`src/rtl/qdc_pkg.sv`:
```
package qdc_pkg;

   typedef enum logic [1:0] {
      MV_NONE = 2'd0,
      MV_UP   = 2'd1,
      MV_DN   = 2'd2,
      MV_BAD  = 2'd3
   } qdc_move_e;

   // Classify one transition of the filtered phase pair.
   function automatic qdc_move_e qdc_classify(input logic pa, input logic pb,
                                               input logic a,  input logic b);
      qdc_move_e mv;
      if ((pa == a) && (pb == b))      mv = MV_NONE;
      else if ((pa != a) && (pb != b)) mv = MV_BAD;
      else if (a ^ pb)                 mv = MV_UP;
      else                             mv = MV_DN;
      return mv;
   endfunction

endpackage

```
`src/rtl/qdc_filter.sv`:
```
module qdc_filter #(
   parameter int CH    = 3,
   parameter int DEPTH = 2
) (
   input  logic          clk,
   input  logic          rst_n,
   input  logic          tick,
   input  logic [CH-1:0] raw,
   output logic [CH-1:0] filt
);

   if (DEPTH < 2) begin : g_bad_depth
      $error("qdc_filter: DEPTH must be at least 2");
   end
   if (CH < 1) begin : g_bad_ch
      $error("qdc_filter: CH must be at least 1");
   end

   for (genvar g = 0; g < CH; g++) begin : g_ch
      logic [DEPTH-2:0] hist_r;
      logic [DEPTH-1:0] win;
      logic             lvl_r;

      assign win = {hist_r, raw[g]};

      always_ff @(posedge clk or negedge rst_n) begin
         if (!rst_n) begin
            hist_r <= '0;
            lvl_r  <= 1'b0;
         end else if (tick) begin
            hist_r <= win[DEPTH-2:0];
            if (&win)       lvl_r <= 1'b1;
            else if (~|win) lvl_r <= 1'b0;
         end
      end

      assign filt[g] = lvl_r;

      AST_FILT_HOLD: assert property (@(posedge clk) disable iff (!rst_n)
         !tick |=> $stable(filt[g]))
         else $error("filtered level moved without a sample tick");
   end

endmodule

```
`src/rtl/qdc_decode.sv`:
```
module qdc_decode
   import qdc_pkg::*;
(
   input  logic clk,
   input  logic rst_n,
   input  logic a,
   input  logic b,
   input  logic idx,
   input  logic cfg_idx_clr,
   input  logic cfg_idx_sync,
   output logic step_up,
   output logic step_dn,
   output logic clr,
   output logic err_flag
);

   logic      pa_r, pb_r, pidx_r, pend_r, err_r;
   qdc_move_e mv;
   logic      idx_rise, armed, fire;

   assign mv       = qdc_classify(pa_r, pb_r, a, b);
   assign idx_rise = idx & ~pidx_r;
   assign armed    = idx & (idx_rise | pend_r);

   always_comb begin
      if (!cfg_idx_clr)      fire = 1'b0;
      else if (cfg_idx_sync) fire = armed & ~a & ~b;
      else                   fire = idx_rise;
   end

   always_ff @(posedge clk or negedge rst_n) begin
      if (!rst_n) begin
         pa_r   <= 1'b0;
         pb_r   <= 1'b0;
         pidx_r <= 1'b0;
         pend_r <= 1'b0;
         err_r  <= 1'b0;
      end else begin
         pa_r   <= a;
         pb_r   <= b;
         pidx_r <= idx;
         pend_r <= armed & ~fire;
         if (mv == MV_BAD) err_r <= 1'b1;
      end
   end

   assign step_up  = (mv == MV_UP);
   assign step_dn  = (mv == MV_DN);
   assign clr      = fire;
   assign err_flag = err_r;

   AST_ERR_STICKY: assert property (@(posedge clk) disable iff (!rst_n)
      err_r |=> err_r)
      else $error("fault bit dropped without reset");

endmodule

```
`src/rtl/qdc_core.sv`:
```
module qdc_core #(
   parameter int CNT_W = 32
) (
   input  logic             clk,
   input  logic             rst_n,
   input  logic             step_up,
   input  logic             step_dn,
   input  logic             clr,
   input  logic             cnt_en,
   input  logic             cmp_wr,
   input  logic [CNT_W-1:0] cmp_din,
   input  logic             snap_ld,
   output logic [CNT_W-1:0] count_q,
   output logic [CNT_W-1:0] snap_q,
   output logic             cmp_flag
);

   localparam logic [CNT_W-1:0] ONE = CNT_W'(1);

   logic [CNT_W-1:0] cnt_r, cmp_r, snap_r, nxt;
   logic             upd, flag_r;

   assign upd = clr | (cnt_en & (step_up | step_dn));

   always_comb begin
      if (clr)          nxt = '0;
      else if (step_up) nxt = cnt_r + ONE;
      else              nxt = cnt_r - ONE;
   end

   always_ff @(posedge clk or negedge rst_n) begin
      if (!rst_n) begin
         cnt_r  <= '0;
         cmp_r  <= '0;
         snap_r <= '0;
         flag_r <= 1'b0;
      end else begin
         if (upd)     cnt_r  <= nxt;
         if (cmp_wr)  cmp_r  <= cmp_din;
         if (snap_ld) snap_r <= cnt_r;
         flag_r <= upd & (nxt == cmp_r);
      end
   end

   assign count_q  = cnt_r;
   assign snap_q   = snap_r;
   assign cmp_flag = flag_r;

   AST_FLAG_MATCH: assert property (@(posedge clk) disable iff (!rst_n)
      (flag_r && !$past(cmp_wr)) |-> (cnt_r == cmp_r))
      else $error("match pulse without equal count");
   AST_STEP_ONE: assert property (@(posedge clk) disable iff (!rst_n)
      (cnt_r != $past(cnt_r)) |->
         ((cnt_r == $past(cnt_r) + ONE) || (cnt_r == $past(cnt_r) - ONE) || (cnt_r == '0)))
      else $error("count moved by more than one step");
   AST_SNAP_HOLD: assert property (@(posedge clk) disable iff (!rst_n)
      !snap_ld |=> $stable(snap_r))
      else $error("snapshot changed without strobe");

endmodule

```
`src/rtl/qdc_counter.sv`:
```
module qdc_counter #(
   parameter int CNT_W      = 32,
   parameter int FILT_DEPTH = 2
) (
   input  logic             clk,
   input  logic             rst_n,
   input  logic             cfg_fdiv2,
   input  logic             cfg_idx_clr,
   input  logic             cfg_idx_sync,
   input  logic             cnt_en,
   input  logic             enc_a,
   input  logic             enc_b,
   input  logic             enc_idx,
   input  logic             cmp_wr,
   input  logic [CNT_W-1:0] cmp_din,
   input  logic             snap_ld,
   output logic [CNT_W-1:0] count_q,
   output logic [CNT_W-1:0] snap_q,
   output logic             cmp_flag,
   output logic             err_flag
);

   localparam int N_IN = 3;

   if (CNT_W < 2) begin : g_bad_width
      $error("qdc_counter: CNT_W must be at least 2");
   end

   logic            ph_r, tick;
   logic [N_IN-1:0] raw, filt;
   logic            up, dn, clr;

   always_ff @(posedge clk or negedge rst_n) begin
      if (!rst_n) ph_r <= 1'b0;
      else        ph_r <= ~ph_r;
   end

   assign tick = ~cfg_fdiv2 | ph_r;
   assign raw  = {enc_idx, enc_b, enc_a};

   qdc_filter #(.CH(N_IN), .DEPTH(FILT_DEPTH)) filt_i (
      .clk  (clk),
      .rst_n(rst_n),
      .tick (tick),
      .raw  (raw),
      .filt (filt)
   );

   qdc_decode dec_i (
      .clk         (clk),
      .rst_n       (rst_n),
      .a           (filt[0]),
      .b           (filt[1]),
      .idx         (filt[2]),
      .cfg_idx_clr (cfg_idx_clr),
      .cfg_idx_sync(cfg_idx_sync),
      .step_up     (up),
      .step_dn     (dn),
      .clr         (clr),
      .err_flag    (err_flag)
   );

   qdc_core #(.CNT_W(CNT_W)) core_i (
      .clk     (clk),
      .rst_n   (rst_n),
      .step_up (up),
      .step_dn (dn),
      .clr     (clr),
      .cnt_en  (cnt_en),
      .cmp_wr  (cmp_wr),
      .cmp_din (cmp_din),
      .snap_ld (snap_ld),
      .count_q (count_q),
      .snap_q  (snap_q),
      .cmp_flag(cmp_flag)
   );

endmodule

```
`config.mk`:
```
export PLATFORM = sky130hd
export DESIGN_NAME = qdc_counter
export DESIGN_NICKNAME = d
export VERILOG_FILES = /design/src/rtl/qdc_pkg.sv /design/src/rtl/qdc_filter.sv /design/src/rtl/qdc_decode.sv /design/src/rtl/qdc_core.sv /design/src/rtl/qdc_counter.sv
export SDC_FILE = /design/constraint.sdc
export NUM_CORES = 1
export LEC_CHECK = 0
export BUFFER_PORTS_ARGS = -buffer_cell sky130_fd_sc_hd__buf_2
export CAP_MARGIN = 15
export CORE_ASPECT_RATIO = 1.75
export CORE_MARGIN = 8
export CORE_UTILIZATION = 40
export CTS_CLUSTER_DIAMETER = 200
export DETAILED_ROUTE_END_ITERATION = 12
export GPL_ROUTABILITY_DRIVEN = 0
export PLACE_DENSITY = 0.69
export SLEW_MARGIN = 15
export SYNTH_ARGS = -nofsm -noshare
export SYNTH_HDL_FRONTEND = slang
export SYNTH_HIERARCHICAL = 1
export SYNTH_SLANG_ARGS = --single-unit
```
`constraint.sdc`:
```
create_clock -name clk -period 12.1 [get_ports clk]
set_clock_uncertainty 0.15 [all_clocks]
set_input_delay 0.605 -clock clk [delete_from_list [all_inputs] [get_ports clk]]
set_output_delay 0.605 -clock clk [all_outputs]
set_load 0.02 [all_outputs]
```
==> results of run 1 <==
[per-layer routing]
layer / part of all wire / vias to the layer above / routed length [um] / track usage
met2: 0.52 / 185 / 10100 / 0.306
met3: 0.046 / 66 / 902 / 0.0303
met4: 0.057 / 0 / 1120 / 0.131
met5: 0 / - / 0 / 0
li1: - / 2889 / - / -
met1: 0.38 / 2869 / 7440 / 0.194
[cell families (layout without fill, tap and decap cells)]
group                    after synthesis  count (layout)  synth area share
buffers and inverters                 58             145            0.0339
AO/OA/AOI/OAI                        188             188             0.178
AND/OR/NAND/NOR                      227             227             0.162
flip-flops                           109             109             0.381
multiplexers                          79              79             0.124
adder cells (fa/ha/maj)               34              34            0.0604
XOR/XNOR                              44              44            0.0603
[area by class of cell]
type                            instances  area share
Clock buffer                           10      0.0293
Timing Repair Buffer                  113      0.0713
Inverter                               16     0.00737
Tap cell                              234      0.0359
Clock inverter                          6     0.00630
Sequential cell                       109       0.335
Multi-Input combinational cell        572       0.515
[sequential cells by signal (all words and copies together), names as in the netlist]
| name | flops |
|---|---|
| dec_i/pidx_r | 1 |
| core_i/count_q | 32 |
| dec_i/pa_r | 1 |
| dec_i/pend_r | 1 |
| core_i/snap_q | 32 |
| ph_r | 1 |
| dec_i/pb_r | 1 |
| filt_i/g_ch.hist_r | 3 |
| core_i/cmp_flag | 1 |
| core_i/cmp_r | 32 |
| dec_i/err_flag | 1 |
| filt_i/g_ch.lvl_r | 3 |
[final timing paths]
check                              endpoint  slack, ns  cells after the start                  from
min in group clk                       ph_r       0.26                      1                  ph_r
max in group asynchronous   core_i/cmp_flag      10.47                      2                 rst_n
hold / removal             core_i/snap_q[5]       0.13                      1                 rst_n
hold reg to reg                        ph_r       0.26                      1                  ph_r
setup / recovery            core_i/cmp_flag       7.30                     15  filt_i/g_ch[1].lvl_r
setup reg to reg            core_i/cmp_flag       7.30                     15  filt_i/g_ch[1].lvl_r
[through the flow]
step / hold WS, ns / instances
after floorplan: 0.159 / 739
after global placement: 0.246 / 1044
after detailed placement: 0.253 / 1044
after CTS: 0.160 / 1060
after global routing: 0.192 / 1060
final: 0.134 / 1060
[placed cells by master (no fill, tap or decap), types with 4 or more instances in the layout]
| master | count |
|---|---|
| xnor2_1 | 21 |
| nand2b_1 | 7 |
| nor4_1 | 5 |
| or3_1 | 4 |
| nor3_1 | 19 |
| a21o_1 | 9 |
| ha_1 | 33 |
| o32a_1 | 5 |
| and3_1 | 6 |
| nor2_1 | 42 |
| nand3b_1 | 4 |
| clkbuf_16 | 9 |
| a211oi_1 | 9 |
| dfrtp_1 | 109 |
| nand2_1 | 73 |
| nand4_1 | 13 |
| o32ai_1 | 4 |
| nor3b_1 | 6 |
| buf_2 | 107 |
| or4_1 | 5 |
| inv_1 | 16 |
| xor2_1 | 20 |
| a31oi_1 | 4 |
| nand3_1 | 16 |
| o211ai_1 | 6 |
| and2_1 | 6 |
| a21oi_1 | 65 |
| buf_4 | 6 |
| mux2_2 | 66 |
| mux2i_1 | 9 |
| o21ai_0 | 34 |
| o21bai_1 | 5 |
[worst reg2reg max path: cells and delay by family, from the launching register on]
family | cells | cell delay (ns)
buffers and inverters | 2 | 0.34
XOR/XNOR | 2 | 0.54
adder cells (fa/ha/maj) | 1 | 0.54
flip-flops | 1 | 0.45
AO/OA/AOI/OAI | 7 | 1.72
AND/OR/NAND/NOR | 3 | 0.94
==> metrics.txt, run 1 <==
status completed; Final min period 4.80 ns; dpl hpwl 14800 um; Initial Util 0.402; flops & latches, synth 109; GR Overflow Total 0; share of layout cells above drive strength 1 0.271; Critical Path AT 4.89 ns; DRT Wirelength 19600 um; Worst-Skew Late Latency 0.36 ns; Num CTS Buffers 9; Mean Syn Cell Area 9.69 um2; Vias/cell 5.67; Net Count, Synth 816; crit path max fanout 32; worst setup margin 7.30 ns; delay-heaviest family, CP compound AO/OA/AOI/OAI gates; die area 22600 um2; Synth async-reset ratio 1.00; synthesized cell area 7160 um2; Critical Path Start Type register; Max-Cap Viols 0; number of nets still failing antenna checks after routing 0; clk root buf clkbuf_16; Fmax achieved 209 MHz; slowest stage delay, CP 0.55 ns; Clock Path Buffers 2; Final #Nets 898; worst slew pin tran 0.821 ns; # rows 65; cell accounting for the most synthesized area dfrtp_1; footprint of the multi-input gates 4200 um2; DR iter-0 viols 365; CP bufs+invs 2; Syn. warnings 6; Finished Cell Area 8150 um2; WS Path Type reg -> reg; unrepaired setup endpoints after global routing false; vias in the first global route 6137; Placed Area 7860 um2; final hold viol count 0; share of the synthesized area in the top cell type 0.381; die outline height 193 um; register area share after synthesis 0.381; Post-synth top cells dfrtp_1, nand2_1, mux2_2; cts hold-fix bufs 0; pre-CTS setup slack 7.38 ns; Unique masters post-synth 82; fill cell count 1758; normalized max-slew margin 0.453; die width 117 um; clock sink count 109; register area 2730 um2; All-Layer GR Usage 0.179; I/O pin count 109; area grow syn2layout 13.8%; max-slew violation count 0; postcts setup bufs 0; first-pass GRT wire length 31600 um; Buffers on Ports 108; ant diodes 0; CTS tree yes; first-pass iteration count of the detailed router 5; vias 6009; prevailing post-synth register cell dfrtp_1; post-CTS sizing 0; largest net degree at the start of global routing 65; Hold WC Path Type in -> async; CP required 12.20 ns; Worst path most repeated cell o32a_1; fin util 0.457; CP max-delay cell nor3_1; Post-Syn Instances 739; CP endpoint kind register; Synth area leaders dfrtp_1, mux2_2, ha_1; clock slew at reported path FFs 0.08 ns; Fin Setup TNS 0 ns; routed len/inst 18.5 um; drc violations 0; EDFF count, synth 0; final setup fails 0; initial antenna violation count 0; final worst path period share 0.396; most common cell in the netlist dfrtp_1; H-tree level count 3; critical-path cell list xor2_1 -> nor2_1 -> inv_1 -> buf_4 -> ha_1 -> o211ai_1 -> o211ai_2 -> a211oi_2 -> nor3_1 -> o41ai_2 -> xnor2_1 -> nand3_1 -> o32a_1 -> o32a_1 -> a2111oi_2; core area 17800 um2
Power of run 1 is not shown: default switching activity piles up to over one toggle a cycle in this logic, so the estimate is an artifact.
==> run 2, diff against run 1 <==
clock period = 4.81 ns   (was 12.1 ns; I/O delays follow)
==> run 2 against run 1 <==
Compared with the run above:
- setup slack got worse by 6.9 ns
- critical path depth unchanged
- sequential share of layout area decreased by 1.8 points
==> metrics.txt, run 2 (synthesized netlist as in run 1, its figures left out) <==
largest net degree at the start of global routing 63 (was 65); most common cell after layout, fill and taps aside dfrtp_1 (unchanged); die area 22600 um2 (unchanged); CP max-delay cell dfrtp_1 (was nor3_1); clock slew at reported path FFs 0.08 ns (about the same); delay-heaviest family, CP compound AO/OA/AOI/OAI gates (unchanged); worst reg2reg path startpoint filt_i/g_ch[0].lvl_r (was filt_i/g_ch[1].lvl_r); fin util 0.484 (was 0.457); Num CTS Buffers 9 (unchanged); # rows 65 (unchanged); critical-path cell list xnor2_1 -> nor2_1 -> inv_1 -> buf_4 -> ha_1 -> a21oi_1 -> nand2_1 -> a21o_1 -> a21o_1 -> o41ai_2 -> xnor2_1 -> nand3_1 -> o32a_1 -> o32a_1 -> a2111oi_2 (was xor2_1 -> nor2_1 -> inv_1 -> buf_4 -> ha_1 -> o211ai_1 -> o211ai_2 -> a211oi_2 -> nor3_1 -> o41ai_2 -> xnor2_1 -> nand3_1 -> o32a_1 -> o32a_1 -> a2111oi_2); CP Launch Point filt_i/g_ch[0].lvl_r (was filt_i/g_ch[1].lvl_r); postcts setup bufs 0 (unchanged); final worst path period share 0.918 (was 0.396); dpl hpwl 15400 um (was 14800 um); area grow syn2layout 20.3% (was 13.8%); Hold WC Path Type in -> reg (was in -> async); first-pass iteration count of the detailed router 4 (was 5); drc violations 0 (unchanged); Buffers on Ports 108 (unchanged); max-slew violation count 0 (unchanged); final hold viol count 0 (unchanged); share of layout cells above drive strength 1 0.269 (was 0.271); Critical Path AT 4.52 ns (was 4.89 ns); commonest non-fill, non-tap cells in the layout dfrtp_1, buf_2, nand2_1 (unchanged); Finished Cell Area 8610 um2 (was 8150 um2); Worst Hold Launch cfg_idx_clr; Critical Path Start Type register (unchanged); CTS tree yes (unchanged); CP required 4.91 ns (was 12.20 ns); peak supply drop 0.000261 V; switching power 0.00362 W; Fin Setup TNS 0 ns (unchanged); clk root buf clkbuf_16 (unchanged); Final #Nets 945 (was 898); core area 17800 um2 (unchanged); first-pass GRT wire length 32600 um (was 31600 um); Pwr Density 842 nW/um2; GR Overflow Total 0 (unchanged); vias in the first global route 6338 (was 6137); Pint 0.00364 W; Clock Path Buffers 2 (unchanged); routed len/inst 18.4 um (was 18.5 um); ant diodes 0 (unchanged); number of nets still failing antenna checks after routing 0 (unchanged); initial antenna violation count 0 (unchanged); die width 117 um (unchanged); Final min period 4.41 ns (was 4.80 ns); vias 6207 (was 6009); leakage 3.92 nW; slowest stage delay, CP 0.45 ns (was 0.55 ns); die outline height 193 um (unchanged); sw frac 0.499; Initial Util 0.402 (unchanged); Worst-Skew Late Latency 0.36 ns (about the same); Max-Cap Viols 0 (unchanged); normalized max-slew margin 0.445 (was 0.453); worst reg2reg path depth 15 (unchanged); cell depth of the worst setup path 15 (unchanged); CP bufs+invs 2 (unchanged); DR iter-0 viols 301 (was 365); All-Layer GR Usage 0.187 (was 0.179); unrepaired setup endpoints after global routing false (unchanged); Reg power frac 0.202; end of the critical path core_i/cmp_flag (unchanged); worst r2r dst core_i/cmp_flag (unchanged); I/O pin count 109 (unchanged); Vias/cell 5.61 (was 5.67); clock sink count 109 (unchanged); Comb power frac 0.689; CP endpoint kind register (unchanged); clock power share 0.109; DRT Wirelength 20400 um (was 19600 um); Fmax achieved 227 MHz (was 209 MHz); status completed (unchanged); reg-to-reg slack, setup 0.40 ns (was 7.30 ns); crit path max fanout 16 (was 32); H-tree level count 3 (unchanged); WS Path Type reg -> reg (unchanged); Hold Path Stages 3; final setup fails 0 (unchanged); Placed Area 7940 um2 (was 7860 um2); worst slew pin tran 0.833 ns (was 0.821 ns)
run 2: worst min-delay path by stage:
| stage | end |
|---|---|
| after floorplan | core_i/cmp_flag |
| final | dec_i/pend_r |
| after detailed placement | core_i/snap_q[5] |
| after global routing | dec_i/pend_r |
| after CTS | dec_i/pend_r |
| after global placement | core_i/snap_q[5] |
run 2: per-stage QoR:
step | power [W] | std cells | setup slack [ns] | hold slack [ns]
floorplan | 0.00504 | 739 | 0.413 | -0.205
global placement | 0.00636 | 1055 | 0.480 | 0.249
detailed placement | 0.00640 | 1055 | 0.443 | 0.250
CTS | 0.00725 | 1107 | 0.428 | 0.126
global route | 0.00781 | 1107 | 0.0189 | 0.179
finish | 0.00726 | 1107 | 0.396 | 0.134
run 2: area by class of cell:
type / count / area (um2)
clock buffers: 9 / 225
repair buffers: 160 / 1020
clock inverters: 7 / 88.8
flip-flops and latches: 109 / 2730
fillers: 1694 / 9200
well taps: 234 / 293
multi-input cells: 572 / 4200
inverters: 16 / 60.1
run 2: routing by layer:
metal,part of all wire,GRT usage,vias up
met2,0.54,0.344,151
met4,0.050,0.112,0
li1,-,-,2991
met1,0.37,0.191,3016
met3,0.039,0.0306,49
met5,0,0,-
run 2: timing repair:
item	4_1_cts	5_1_grt
setup endpoints to repair	0	1
gates resized for setup	0	1
hold buffers	36	0
endpoints found under the hold margin	96	0
run 2: power by group through the flow:
stage	Combinational (W)	Sequential (W)	Clock (W)
finish	0.00500	0.00147	0.000788
detailed placement	0.00491	0.00149	0
global route	0.00544	0.00151	0.000852
global placement	0.00488	0.00148	0
floorplan	0.00332	0.00172	0
CTS	0.00496	0.00147	0.000817
run 2: tightest hold or removal path, stage by stage:
cell	delay [ns]
buf_2	0.10
nor3b_1	0.18
nor4b_1	0.08
(Power assumes the default switching activity.)
==> run 3, diff against run 2 <==
ABC_AREA = 1   (was unset)
PLACE_DENSITY = 0.68   (was 0.69)
clock period = 5.2 ns   (was 4.81 ns; I/O delays follow)
==> run 3 against run 2 <==
Compared with the run above:
- setup slack gained 0.41 ns
- combinational power fell by 14%
- first-iteration DRC count is 7.0% higher
- fmax grew 0.43%
- critical path depth increased by 8
- cell count rose by 27%
- wire length is 4.8% higher
- worst hold slack lost 0.12 ns
- critical endpoint unchanged
==> metrics.txt, run 3 <==
status completed (unchanged); core area 18100 um2 (was 17800 um2); Net Count, Synth 1115 (was 816); Pwr Density 735 nW/um2 (was 842 nW/um2); busiest grt layer met2 (unchanged); ant diodes 0 (unchanged); clock slew at reported path FFs 0.07 ns (was 0.08 ns); first-pass GRT wire length 34700 um (was 32600 um); commonest non-fill, non-tap cells in the layout nand2_1, inv_1, dfrtp_1 (was dfrtp_1, buf_2, nand2_1); most common cell in the netlist nand2_1 (was dfrtp_1); sw frac 0.538 (was 0.499); Critical Path Start Type register (unchanged); GR Overflow Total 0 (unchanged); Clock Path Buffers 2 (unchanged); worst reg2reg path startpoint filt_i/g_ch[0].lvl_r (unchanged); Max-Cap Viols 0 (unchanged); Synth area leaders dfrtp_1, nand2_1, inv_1 (was dfrtp_1, mux2_2, ha_1); share of layout cells above drive strength 1 0.181 (was 0.269); Comb power frac 0.669 (was 0.689); postcts setup bufs 0 (unchanged); All-Layer GR Usage 0.186 (was 0.187); clk root buf clkbuf_16 (unchanged); number of nets still failing antenna checks after routing 0 (unchanged); routing usage on met3 0.0324 (was 0.0306); grt met1 use 0.179 (was 0.191); initial antenna violation count 0 (unchanged); final hold viol count 0 (unchanged); die outline height 196 um (was 193 um); vias 7089 (was 6207); Final min period 4.39 ns (was 4.41 ns); Mean Syn Cell Area 7.09 um2 (was 9.69 um2); prevailing post-synth register cell dfrtp_1 (unchanged); I/O pin count 109 (unchanged); register area 2730 um2 (unchanged); share of the synthesized area in the top cell type 0.370 (was 0.381); WS Path Type reg -> reg (unchanged); routed len/inst 15.2 um (was 18.4 um); worst slew pin tran 0.984 ns (was 0.833 ns); fin util 0.487 (was 0.484); CP endpoint kind register (unchanged); Unique masters post-synth 37 (was 82); Post-Syn Instances 1038 (was 739); Fin Setup TNS 0 ns (unchanged); worst r2r dst core_i/cmp_flag (unchanged); flops & latches, synth 109 (unchanged); EDFF count, synth 0 (unchanged); Vias/cell 5.03 (was 5.61); # rows 65 (unchanged); area grow syn2layout 19.4% (was 20.3%); Post-synth top cells nand2_1, inv_1, dfrtp_1 (was dfrtp_1, nand2_1, mux2_2); DR iter-0 viols 322 (was 301); Critical Path AT 4.54 ns (was 4.52 ns); Reg power frac 0.211 (was 0.202); Finished Cell Area 8790 um2 (was 8610 um2); first-pass iteration count of the detailed router 6 (was 4); Fmax achieved 228 MHz (was 227 MHz); max-slew violation count 0 (unchanged); Syn. warnings 6 (unchanged); worst reg2reg path depth 23 (was 15); peak supply drop 0.000272 V (was 0.000261 V); register area share after synthesis 0.370 (was 0.381); met2 Use GR 0.353 (was 0.344); Num CTS Buffers 9 (unchanged); Pint 0.00298 W (was 0.00364 W); drc violations 0 (unchanged); CTS tree yes (unchanged); CP required 5.35 ns (was 4.91 ns); Synth async-reset ratio 1.00 (unchanged); Hold WC Path Type in -> reg (unchanged); Worst-Skew Late Latency 0.37 ns (was 0.36 ns); H-tree level count 3 (unchanged); Worst Hold Launch cfg_idx_sync (was cfg_idx_clr); most common cell after layout, fill and taps aside nand2_1 (was dfrtp_1); DRT Wirelength 21400 um (was 20400 um); clock power share 0.120 (was 0.109); synthesized cell area 7360 um2 (was 7160 um2); final worst path period share 0.845 (was 0.918); switching power 0.00348 W (was 0.00362 W); Final #Nets 1247 (was 945); normalized max-slew margin 0.343 (was 0.445); WHS Endpoint dec_i/pend_r (unchanged); clock sink count 109 (unchanged); Buffers on Ports 108 (unchanged); die width 119 um (was 117 um); reg-to-reg slack, setup 0.81 ns (was 0.40 ns); die area 23200 um2 (was 22600 um2); Initial Util 0.408 (was 0.402); cell accounting for the most synthesized area dfrtp_1 (unchanged); dpl hpwl 16700 um (was 15400 um); fill cell count 1875 (was 1694); Hold Path Stages 3 (unchanged); leakage 4.88 nW (was 3.92 nW); vias in the first global route 7242 (was 6338); final setup fails 0 (unchanged); largest net degree at the start of global routing 60 (was 63); footprint of the multi-input gates 3880 um2 (was 4200 um2); crit path max fanout 31 (was 16); Tot Pwr 0.00646 W (was 0.00726 W); Placed Area 8100 um2 (was 7940 um2); unrepaired setup endpoints after global routing false (unchanged)
[run 3: cell count changes after synthesis, sizes merged, moves of 32 or more]
cell   change
mux2      -32
a21oi     -48
nand2    +295
inv      +149
nand3     +57
[run 3: area by class of cell]
class / instances / share of cell area
clock inverters: 5 / 0.0104
repair buffers: 147 / 0.105
flip-flops and latches: 109 / 0.310
inverters: 167 / 0.0717
clock buffers: 11 / 0.0276
multi-input cells: 736 / 0.442
well taps: 234 / 0.0333
[run 3: through the flow]
stage          setup WS, ns  instances  hold WS (ns)
2_1_floorplan          1.97       1038        -0.186
3_3_place_gp           1.02       1357         0.170
3_5_place_dp           1.00       1357         0.179
4_1_cts               0.954       1409       0.00836
5_1_grt               0.368       1409        0.0313
6_report              0.805       1409        0.0176
[run 3: power by group through the flow]
stage	registers (W)	logic (W)	clock network, W
after floorplan	0.00163	0.00281	0
after global placement	0.00138	0.00419	0
after detailed placement	0.00138	0.00424	0
after CTS	0.00137	0.00429	0.000806
after global routing	0.00141	0.00480	0.000829
final	0.00136	0.00432	0.000777
[run 3: logic make-up (layout without fill, tap and decap cells)]
| kind of cell | Yosys count | after routing | synth area share |
|---|---|---|---|
| muxes | 38 | 38 | 0.0581 |
| and+or+nand+nor | 569 | 569 | 0.339 |
| DFF | 109 | 109 | 0.370 |
| adders and majority gates | 34 | 34 | 0.0588 |
| AOI/OAI and AO/OA | 88 | 88 | 0.0634 |
| xor gates and xnor gates | 7 | 7 | 0.00833 |
| buffers and inverters | 193 | 330 | 0.102 |
[run 3: timing repair]
action                                  4_1_cts  5_1_grt
endpoints found under the setup margin        0        1
endpoints found under the hold margin        85        0
hold buffers                                 36        0
resized for setup                             0        1
[run 3: critical path: stages (launching register included)]
cell	delay, ns
dfrtp_1	0.49
nand2_1	0.08
inv_1	0.06
nor2_1	0.03
nand2_1	0.07
nand2_1	0.07
nor2_1	0.27
clkinvlp_4	0.64
ha_1	0.60
nand2_1	0.15
inv_1	0.06
a21oi_1	0.29
nand2_2	0.18
nand2_2	0.10
nand2_1	0.13
nand2_1	0.12
nand3_1	0.10
nand2_1	0.12
nand2_1	0.05
nor2_1	0.14
nand3_1	0.10
nor2_1	0.14
nand3_1	0.08
nor2_1	0.08
[run 3: per-layer routing]
layer | wire, um | vias up | part of all wire
met2 | 11500 | 192 | 0.54
met3 | 938 | 66 | 0.044
met4 | 1210 | 0 | 0.057
li1 | - | 3562 | -
met5 | 0 | - | 0
met1 | 7730 | 3269 | 0.36
[run 3: how the worst max path moves through the flow]
| stage | slack [ns] | cells past startpoint | endpoint | start |
|---|---|---|---|---|
| after floorplan | 1.97 | 25 | core_i/cmp_flag | filt_i/g_ch[0].lvl_r |
| after global placement | 1.02 | 23 | core_i/cmp_flag | filt_i/g_ch[0].lvl_r |
| after detailed placement | 1.00 | 23 | core_i/cmp_flag | filt_i/g_ch[0].lvl_r |
| after CTS | 0.95 | 21 | core_i/cmp_flag | filt_i/g_ch[0].lvl_r |
| after global routing | 0.37 | 23 | core_i/cmp_flag | filt_i/g_ch[0].lvl_r |
| final | 0.81 | 23 | core_i/cmp_flag | filt_i/g_ch[0].lvl_r |
